File: src/rtl/pc_pkg.sv
package pc_pkg;

  // Highest state of the selected sequence.
  function automatic int unsigned pc_top(int unsigned width, bit decade);
    return decade ? 32'd9 : ((32'd1 << width) - 32'd1);
  endfunction

  // One count step; any state at or beyond the top falls back to zero.
  function automatic int unsigned pc_step(int unsigned cur, int unsigned top);
    return (cur >= top) ? 32'd0 : cur + 32'd1;
  endfunction

  function automatic bit pc_is_top(int unsigned cur, int unsigned top);
    return cur == top;
  endfunction

endpackage

File: src/rtl/pc_step_logic.sv
module pc_step_logic #(
  parameter int unsigned WIDTH  = 4,
  parameter bit          DECADE = 1'b0
) (
  input  logic [WIDTH-1:0] cur,
  input  logic             load_n,
  input  logic [WIDTH-1:0] din,
  input  logic             cnt_en,
  input  logic             carry_in,
  output logic [WIDTH-1:0] nxt,
  output logic             load_ev,
  output logic             step_ev
);
  localparam int unsigned TOP = pc_pkg::pc_top(WIDTH, DECADE);

  always_comb begin
    load_ev = !load_n;
    step_ev = load_n && cnt_en && carry_in;
    nxt     = cur;
    if (load_ev) begin
      nxt = din;
    end else if (step_ev) begin
      nxt = WIDTH'(pc_pkg::pc_step(32'(cur), TOP));
    end
  end
endmodule

File: src/rtl/pc_state_reg.sv
module pc_state_reg #(
  parameter int unsigned WIDTH     = 4,
  parameter bit          ASYNC_CLR = 1'b1
) (
  input  logic             clk,
  input  logic             clr_n,
  input  logic [WIDTH-1:0] nxt,
  output logic [WIDTH-1:0] q
);
  generate
    if (ASYNC_CLR) begin : g_async
      always_ff @(posedge clk or negedge clr_n) begin
        if (!clr_n) q <= '0;
        else        q <= nxt;
      end
    end else begin : g_sync
      always_ff @(posedge clk) begin
        if (!clr_n) q <= '0;
        else        q <= nxt;
      end
    end
  endgenerate
endmodule

File: src/rtl/pc_terminal.sv
module pc_terminal #(
  parameter int unsigned WIDTH  = 4,
  parameter bit          DECADE = 1'b0
) (
  input  logic [WIDTH-1:0] q,
  input  logic             carry_in,
  output logic             tc
);
  localparam int unsigned TOP = pc_pkg::pc_top(WIDTH, DECADE);

  assign tc = carry_in && pc_pkg::pc_is_top(32'(q), TOP);
endmodule

File: src/rtl/preset_counter.sv
module preset_counter #(
  parameter int unsigned WIDTH     = 4,
  parameter bit          ASYNC_CLR = 1'b1,
  parameter bit          DECADE    = 1'b0
) (
  input  logic             clk,
  input  logic             clr_n,
  input  logic             load_n,
  input  logic [WIDTH-1:0] din,
  input  logic             cnt_en,
  input  logic             carry_in,
  output logic [WIDTH-1:0] q,
  output logic             tc
);
  logic [WIDTH-1:0] nxt;
  logic             load_ev;
  logic             step_ev;

  pc_step_logic #(.WIDTH(WIDTH), .DECADE(DECADE)) u_step (
    .cur      (q),
    .load_n   (load_n),
    .din      (din),
    .cnt_en   (cnt_en),
    .carry_in (carry_in),
    .nxt      (nxt),
    .load_ev  (load_ev),
    .step_ev  (step_ev)
  );

  pc_state_reg #(.WIDTH(WIDTH), .ASYNC_CLR(ASYNC_CLR)) u_reg (
    .clk   (clk),
    .clr_n (clr_n),
    .nxt   (nxt),
    .q     (q)
  );

  pc_terminal #(.WIDTH(WIDTH), .DECADE(DECADE)) u_tc (
    .q        (q),
    .carry_in (carry_in),
    .tc       (tc)
  );
endmodule

File: config.mk
export PLATFORM = sky130hd
export DESIGN_NAME = preset_counter
export DESIGN_NICKNAME = d
export VERILOG_FILES = /design/src/rtl/pc_pkg.sv /design/src/rtl/pc_step_logic.sv /design/src/rtl/pc_state_reg.sv /design/src/rtl/pc_terminal.sv /design/src/rtl/preset_counter.sv
export SDC_FILE = /design/constraint.sdc
export NUM_CORES = 1
export LEC_CHECK = 0
export BUFFER_PORTS_ARGS = -buffer_cell sky130_fd_sc_hd__buf_4
export CAP_MARGIN = 10
export CORE_AREA = 3 3 40 42
export CTS_CLUSTER_SIZE = 30
export DETAILED_ROUTE_END_ITERATION = 10
export DIE_AREA = 0 0 43 45
export PLACE_DENSITY = 0.45
export SYNTH_ARGS = -nofsm -noshare
export SYNTH_HDL_FRONTEND = slang
export SYNTH_SLANG_ARGS = --single-unit
File: constraint.sdc
create_clock -name clk -period 2.9 [get_ports clk]
set_clock_uncertainty 0.1 [all_clocks]
set_input_delay 0.58 -clock clk [delete_from_list [all_inputs] [get_ports clk]]
set_output_delay 0.58 -clock clk [all_outputs]
set_load 0.01 [all_outputs]
==> results of run 1 <==
==> critical path: stages (launching register included) <==
cell,delay (ps)
dfrtp_1,420
ha_1,260
and4_2,190
buf_4,140
==> layout make-up <==
| type | count | area (um^2) | share of cell area [%] |
|---|---|---|---|
| Multi-Input combinational cell | 21 | 133 | 35.7 |
| Clock buffer | 3 | 22.5 | 6.06 |
| Tap cell | 15 | 18.8 | 5.05 |
| Timing Repair Buffer | 13 | 97.6 | 26.3 |
| Sequential cell | 4 | 100 | 26.9 |
==> Yosys cell counts <==
cell type,number
nand3_1,1
a21oi_1,4
nand3_2,1
mux2i_1,2
o21ai_0,1
nor2_1,4
and4_2,1
xor2_1,1
a31oi_1,2
dfrtp_1,4
nand2_1,2
buf_1,1
ha_1,1
or3_1,1
==> routing by layer <==
metal / track usage [%] / vias up / part of all wire, %
met5: 0 / - / 0
met2: 10.5 / 11 / 45
li1: - / 125 / -
met3: 3.98 / 0 / 13
met1: 8.74 / 114 / 41
met4: 5.42 / 0 / 0
==> power groups by stage <==
stage	clock (mW)	sequential (mW)	combinational, mW
final	0.0673	0.0713	0.0470
after global placement	0	0.0720	0.0475
after CTS	0.0714	0.0716	0.0484
after floorplan	0	0.0738	0.0200
after global routing	0.0724	0.0732	0.0542
after detailed placement	0	0.0723	0.0481
==> cells by family after synthesis <==
logic type,synth area share [%]
AO/OA/AOI/OAI,15.9
XOR/XNOR,3.70
adder cells (fa/ha/maj),5.29
buffers and inverters,1.59
flip-flops,42.3
multiplexers,8.47
AND/OR/NAND/NOR,22.8
==> per-stage QoR <==
step                      instances  area (um^2)  hold slack (ps)  worst slack [ps]  util, %
after floorplan                  26          236              184              1330        -
after global placement           53          349              279              1170     27.2
after detailed placement         53          349              279              1170     27.2
after CTS                        56          372             30.0               972     28.9
after global routing             56          372             33.6               909     28.9
final                            56          372             35.8               983     28.9
==> final timing paths <==
kind	cells after the start	endpoint	slack (ps)
max	3	tc	980
min	1	u_reg.q[2]	40
max reg2reg	4	u_reg.q[3]	1670
min reg2reg	2	u_reg.q[3]	510
max in group asynchronous	1	u_reg.q[3]	2560
min in group clk	2	u_reg.q[2]	490
==> run metrics, run 1 <==
PD cells=about 500 nW/um^2; Antenna Violating Nets Remaining=0; die area=slightly below 2000 um^2; ANT cells=0; sw power=50.4 uW; total of warnings raised by yosys=0; largest net degree at the start of global routing=9; Final period util=between 60% and 70%; RSZ-0062 raised after global routing=no; count of pins over their slew limit=0; CTS buffer count=3; # port buffers=13; Cells after Synth=26; Max Cap Violations=0; Avg Inst Size Synth=around 9.1 um^2; Min-Delay Path Class=input pin to async pin; Sw Ratio=around 27%; root buffer cell=clkbuf_4; grt ovf=0; Worst slew margin=approximately 90%; Yosys top cell area share=approximately 42%; Die Wd=roughly 43 um; Gate power share=25.3%; area grow syn2layout=57.1%; post-synthesis sequential area ratio=roughly 42%; Critical Path Source Type=register; CTS tree=yes; initial antenna violation count=0; Biggest register=u_reg.q; Fin Setup TNS=0 ps; CTS clock-pin slew for the worst setup and hold paths=roughly 40 ps; final net count=53; Crit Path Max Fanout=6; share of layout cells above drive strength 1=a little over two fifths; DRC viols=0; first-pass GRT wire length=1050 um; fin crit period=~1900 ps; worst skew pair latency=approximately 230 ps; vias in the first global route=around 250; CTS H-tree lvls=1; Leak=~0.18 nW; core box area=about 1300 um^2; synthesized area=236 um^2; Gates resized, CTS repair=0; worst r2r src=u_reg.q[0]; part of the power in registers=38.4%; via/cell ratio=4.46; f_max=between 500 and 600 MHz; WP data arrival=roughly 1200 ps; Worst-Margin Slew=~190 ps; DR WL/cell=approximately 10 um; vias=between 200 and 300; max reg flops=4; Clock Path Buffers=2; critical path class=register to output pin; final setup vio count=0; Pint=between 100 and 150 uW; FF+latch count, synth=4; commonest non-fill, non-tap cells in the layout=buf_4, a21oi_1, nor2_1, dfrtp_1, clkbuf_4; Row Count=13; clock share of power=roughly 36%; WP data required=~2200 ps; Worst VDD drop=approximately 0.14 mV; post-synth top area cell=dfrtp_1; Largest regs=u_reg.q: 4 flops; routability cong.=around 0.73; outcome=finished, final reports clean; Synth Net Count=36; drt first-iter violations=0; drt first pass iters=1; Clock Sinks=4; Fillers=approximately 150; hold buffer count at CTS=0; Worst Setup End Kind=output pin; Worst setup startpoint=u_reg.q[0]; IO Count=14; Initial Utilization=a little under a fifth; power after layout=approximately 190 uW; Synth area leaders=dfrtp_1, a21oi_1, mux2i_1; Total GRT Usage=around 7.5%; synth unique cells=14; Fin. Hold Viols=0; Die H=45 um; commonest non-fill, non-tap cell in the layout=buf_4; overall routed net length=~570 um; Post-CTS Setup Inserts=0
Power figures use the tool's default switching activity.
==> run 2: changes to the inputs <==
--- a/config.mk
+++ b/config.mk
@@ -11,7 +11,7 @@
 export CTS_CLUSTER_SIZE = 30
 export DETAILED_ROUTE_END_ITERATION = 10
 export DIE_AREA = 0 0 43 45
-export PLACE_DENSITY = 0.45
+export PLACE_DENSITY = 0.47
 export SYNTH_ARGS = -nofsm -noshare
 export SYNTH_HDL_FRONTEND = slang
 export SYNTH_SLANG_ARGS = --single-unit
==> constraint.sdc (replaced) <==
create_clock -name clk -period 1.6 [get_ports clk]
set_clock_uncertainty 0.1 [all_clocks]
set_input_delay 0.32 -clock clk [delete_from_list [all_inputs] [get_ports clk]]
set_output_delay 0.32 -clock clk [all_outputs]
set_load 0.01 [all_outputs]
==> run 2 against run 1 <==
Net effect:
- die area unchanged
- setup slack worse by 920 ps
- global-route usage down 0.23 points
- critical path type unchanged
- critical endpoint unchanged
- highest routed layer is now met4
==> run metrics, run 2 (synthesis results as in run 1) <==
Worst slew margin=87.1% (-0.58 points); non-filler cells, final=59 (+5.4%); initial antenna violation count=0 (unchanged); Biggest register=u_reg.q; crit-path max cell delay=370 ps (-50 ps); worst reg2reg path endpoint=u_reg.q[3]; R2R cell count=3 (-1); vias in the first global route=246 (-2.0%); Worst Setup End Kind=output pin; f_max=651 MHz; vias=255 (+2.0%); M2 GR Usage=9.28% (-1.2 points); Fillers=150 (+2.7%); die area=1940 um^2 (unchanged); global routing's busiest layer=met2; Initial Utilization=18.4% (unchanged); IO Count=14 (unchanged); root buffer cell=clkbuf_4; worst skew pair latency=230 ps (about the same); Worst VDD drop=0.289 mV (+100%); placed wire-length estimate=between 400 and 500 um; fin crit period=1540 ps; grt ovf=0 (unchanged); Finished Cell Area=399 um^2 (+7.4%); Worst-Margin Slew=194 ps (+8.67 ps); ANT cells=0 (unchanged); Crit Path Max Fanout=4 (-2); DR WL/cell=9.76 um (-4.3%); WHS Path Cells=2; largest net degree at the start of global routing=9 (unchanged); # port buffers=13 (unchanged); routability cong.=0.636 (-12%); overall routed net length=576 um (+0.88%); WP data required=1180 ps (-1040 ps); Fin Setup TNS=0 ps (unchanged); beginning of the worst hold path=load_n; first-pass GRT wire length=993 um (-5.2%); core box area=1280 um^2 (unchanged); CP Cell Sequence=ha_2 -> and4_2 -> buf_4; critical path class=register to output pin; commonest non-fill, non-tap cells in the layout=buf_4, a21oi_1, nor2_1, dfrtp_1, clkbuf_4; met3 GRT Util=1.99% (-2.0 points); worst hold slack=214 ps (+178 ps); Die H=45 um (unchanged); dpl cells=53 (unchanged); Reg2Reg Setup Slack=380 ps (-1290 ps); Min-Delay Path Class=input pin to register; CTS buffer count=3 (unchanged); max reg flops=4 (unchanged); Largest delay share family, worst path=flip-flops; Final period util=96.0%; Total GRT Usage=7.28% (-0.23 points); Leak=0.190 nW (+6.8%); final setup vio count=0 (unchanged); RSZ-0062 raised after global routing=no; Max Cap Violations=0 (unchanged); commonest non-fill, non-tap cell in the layout=buf_4; drt first-iter violations=1 (+1); hold-critical path endpoint=u_reg.q[2]; final setup margin=63.7 ps (-920 ps); GR Util met1=8.80% (+0.064 points); slowest stage cell, crit path=dfrtp_1; Row Count=13 (unchanged); CTS tree=yes; area grow syn2layout=68.8%; Clock Sinks=4 (unchanged); worst r2r src=u_reg.q[2]; DRC viols=0 (unchanged); Clock Path Buffers=2 (unchanged); Critical Path Source Type=register; Buf/Inv on CP=1 (unchanged); WP data arrival=1120 ps (-120 ps); Fin. Hold Viols=0 (unchanged); count of pins over their slew limit=0 (unchanged); Post-DP Area=349 um^2 (unchanged); final net count=56 (+5.7%); outcome=finished, final reports clean; CTS clock-pin slew for the worst setup and hold paths=40 ps (about the same); CTS H-tree lvls=1 (unchanged); Antenna Violating Nets Remaining=0 (unchanged); via/cell ratio=4.32 (-3.2%); pre-CTS WS=197 ps (-970 ps); Largest regs=u_reg.q: 4 flops; share of layout cells above drive strength 1=47.7% (+3.8 points); drt first pass iters=4 (+3); Die Wd=43 um (unchanged); PD cells=880 nW/um^2 (+76%)
run 2: where the power goes:
| part | internal, mW | switching [mW] | total (mW) |
|---|---|---|---|
| sequential | 0.113 | 0.0117 | 0.125 |
| clock | 0.0838 | 0.0401 | 0.124 |
| combinational | 0.0578 | 0.0444 | 0.102 |
| total | 0.255 | 0.0962 | 0.351 |
run 2: how the worst max path moves through the flow:
stage	from	slack, ps	cells past startpoint	endpoint
after floorplan	u_reg.q[0]	290	2	tc
after global placement	u_reg.q[0]	210	3	tc
after detailed placement	u_reg.q[0]	200	3	tc
after CTS	u_reg.q[0]	60	3	tc
after global routing	u_reg.q[1]	20	3	tc
final	u_reg.q[0]	60	3	tc
run 2: repair_timing:
item | in CTS | in global routing
buffers inserted | 2 | 0
resized for setup | 1 | 0
endpoints found under the setup margin | 1 | 0
hold buffers | 1 | 0
endpoints found under the hold margin | 4 | 0
run 2: worst register-to-register path, cell delays in order, from the launching register on:
cell and delay (ps):
dfrtp_1 430, nand3_2 90, or3_1 360, a31oi_1 170
run 2: layer usage:
metal / vias up / share of wire, %
met5: - / 0
met1: 107 / 43
met3: 2 / 12
li1: 132 / -
met4: 0 / 2.4
met2: 14 / 42
run 2: final cells by class:
type	count	area [um^2]	area share (%)
clock buffers	3	22.5	5.64
well taps	15	18.8	4.70
repair buffers	16	123	30.7
multi-input cells	21	135	33.9
flip-flops and latches	4	100	25.1
run 2: per-stage QoR:
stage / util [%] / total power, mW
after detailed placement: 27.2 / 0.218
after global placement: 27.2 / 0.219
after CTS: 31.1 / 0.362
after floorplan: - / 0.170
after global routing: 31.1 / 0.383
final: 31.1 / 0.351
==> run 3: changes to the inputs <==
--- a/config.mk
+++ b/config.mk
@@ -7,11 +7,13 @@
 export LEC_CHECK = 0
 export BUFFER_PORTS_ARGS = -buffer_cell sky130_fd_sc_hd__buf_4
 export CAP_MARGIN = 10
+export CELL_PAD_IN_SITES_DETAIL_PLACEMENT = 0
+export CELL_PAD_IN_SITES_GLOBAL_PLACEMENT = 1
 export CORE_AREA = 3 3 40 42
 export CTS_CLUSTER_SIZE = 30
 export DETAILED_ROUTE_END_ITERATION = 10
 export DIE_AREA = 0 0 43 45
-export PLACE_DENSITY = 0.47
+export PLACE_DENSITY = 0.59
 export SYNTH_ARGS = -nofsm -noshare
 export SYNTH_HDL_FRONTEND = slang
 export SYNTH_SLANG_ARGS = --single-unit
==> run 3 against run 2 <==
Net effect:
- register-to-register slack barely moved
- via count up 0.78%
- maximum frequency shrank 0.99%
- critical endpoint unchanged
- largest cell class unchanged
==> run metrics, run 3 (synthesis results as in run 1) <==
outcome=finished, final reports clean; drt first-iter violations=4 (+3); worst hold slack=219 ps (+4.61 ps); drt first pass iters=4 (unchanged); final net count=56 (unchanged); die area=1940 um^2 (unchanged); Leak=0.190 nW (unchanged); Total GRT Usage=7.51% (+0.23 points); Pint=255 uW (about the same); Biggest register=u_reg.q; Row Count=13 (unchanged); RSZ-0062 raised after global routing=no; overall routed net length=610 um (+5.9%); Largest regs=u_reg.q: 4 flops; slowest stage cell, crit path=dfrtp_1; Fillers=143 (-4.7%); routability cong.=0.810 (+27%); Sw Ratio=27.2% (-0.15 points); worst skew pair latency=230 ps (about the same); first-pass GRT wire length=979 um (-1.4%); Crit Path Max Fanout=4 (unchanged); placed wire-length estimate=496 um (+8.1%); largest net degree at the start of global routing=9 (unchanged); vias=257 (+0.78%); Initial Utilization=18.4% (unchanged); IO Count=14 (unchanged); PD cells=878 nW/um^2 (-0.23%); Die Wd=43 um (unchanged); Reg2Reg Setup Slack=390 ps (about the same); part of the power in registers=35.6% (about the same); grt ovf=0 (unchanged); Worst VDD drop=0.196 mV (-32%); Fin Setup TNS=0 ps (unchanged); crit-path max cell delay=390 ps (+20 ps); WP data arrival=1130 ps (about the same); fin crit period=1550 ps (+15.3 ps); Clock Path Buffers=2 (unchanged); CTS clock-pin slew for the worst setup and hold paths=40 ps (about the same); final setup vio count=0 (unchanged); final design utilization=31.1% (unchanged); Final period util=97.0% (+0.96 points); via/cell ratio=4.36 (+0.78%); Worst-Margin Slew=168 ps (-26.1 ps); ANT cells=0 (unchanged); commonest non-fill, non-tap cell in the layout=buf_4; clock share of power=35.1% (-0.2 points); DRC viols=0 (unchanged); CP Cell Sequence=ha_2 -> and4_2 -> buf_4; Fin. Hold Viols=0 (unchanged); area grow syn2layout=68.8% (unchanged); vias in the first global route=253 (+2.8%); CTS buffer count=3 (unchanged); root buffer cell=clkbuf_4; Gate power share=29.2% (about the same); Worst slew margin=88.7% (+1.6 points); share of layout cells above drive strength 1=47.7% (unchanged); sw power=95.5 uW (-0.80%); count of pins over their slew limit=0 (unchanged); CTS H-tree lvls=1 (unchanged); max reg flops=4 (unchanged); WP data required=1180 ps (about the same); initial antenna violation count=0 (unchanged); Clock Sinks=4 (unchanged); pre-CTS WS=181 ps (-15.9 ps); Multi-input gate area=135 um^2 (unchanged); Min-Delay Path Class=input pin to register; final setup margin=48.3 ps (-15.3 ps); Antenna Violating Nets Remaining=0 (unchanged); CTS tree=yes; f_max=644 MHz (-0.99%); core box area=1280 um^2 (unchanged); critical path class=register to output pin; Die H=45 um (unchanged); Critical Path Source Type=register; Worst Setup End Kind=output pin; # port buffers=13 (unchanged); DR WL/cell=10.3 um (+5.9%); Register Area=100 um^2 (unchanged); commonest non-fill, non-tap cells in the layout=buf_4, a21oi_1, nor2_1, dfrtp_1, clkbuf_4; Max Cap Violations=0 (unchanged)
-- run 3: critical path, delay by kind of cell (launching register included) --
family / cells / cell delay, ps
fa+ha+maj: 1 / 200
simple gates: 1 / 180
flops: 1 / 390
buf+inv: 1 / 140
-- run 3: metal layers --
| metal | track usage, % | vias up | wire [um] |
|---|---|---|---|
| li1 | - | 133 | - |
| met3 | 3.98 | 2 | 80 |
| met2 | 11.7 | 14 | 299 |
| met5 | 0 | - | 0 |
| met4 | 9.04 | 0 | 14 |
| met1 | 6.31 | 108 | 216 |
-- run 3: through the flow --
stage	instances	power [mW]	area [um^2]
floorplan	26	0.170	236
finish	59	0.351	399
CTS	58	0.356	392
detailed placement	53	0.218	349
global route	59	0.372	399
global placement	53	0.216	349
-- run 3: layout make-up --
class                           count  area share [%]
Multi-Input combinational cell     21            33.9
Timing Repair Buffer               16            30.7
Sequential cell                     4            25.1
Clock buffer                        3            5.64
Tap cell                           15            4.70
-- run 3: repair_timing --
| item | CTS | global route |
|---|---|---|
| hold buffers | 1 | 0 |
| resized for setup | 1 | 0 |
| buffers inserted | 1 | 1 |
| endpoints found under the setup margin | 1 | 1 |
| endpoints found under the hold margin | 4 | 0 |
-- run 3: worst paths after layout --
check,to,start,depth (start not counted)
max,tc,u_reg.q[1],3
min,u_reg.q[1],load_n,2
min reg2reg,u_reg.q[1],u_reg.q[1],2
max in group asynchronous,u_reg.q[3],clr_n,2
min in group asynchronous,u_reg.q[1],clr_n,2
max reg2reg,u_reg.q[3],u_reg.q[2],3
-- run 3: power by group through the flow --
stage | Clock, mW | Combinational [mW] | Sequential, mW
3_5_place_dp | 0 | 0.0876 | 0.130
5_1_grt | 0.131 | 0.114 | 0.128
4_1_cts | 0.132 | 0.0980 | 0.126
3_3_place_gp | 0 | 0.0867 | 0.130
2_1_floorplan | 0 | 0.0363 | 0.134
6_report | 0.123 | 0.102 | 0.125
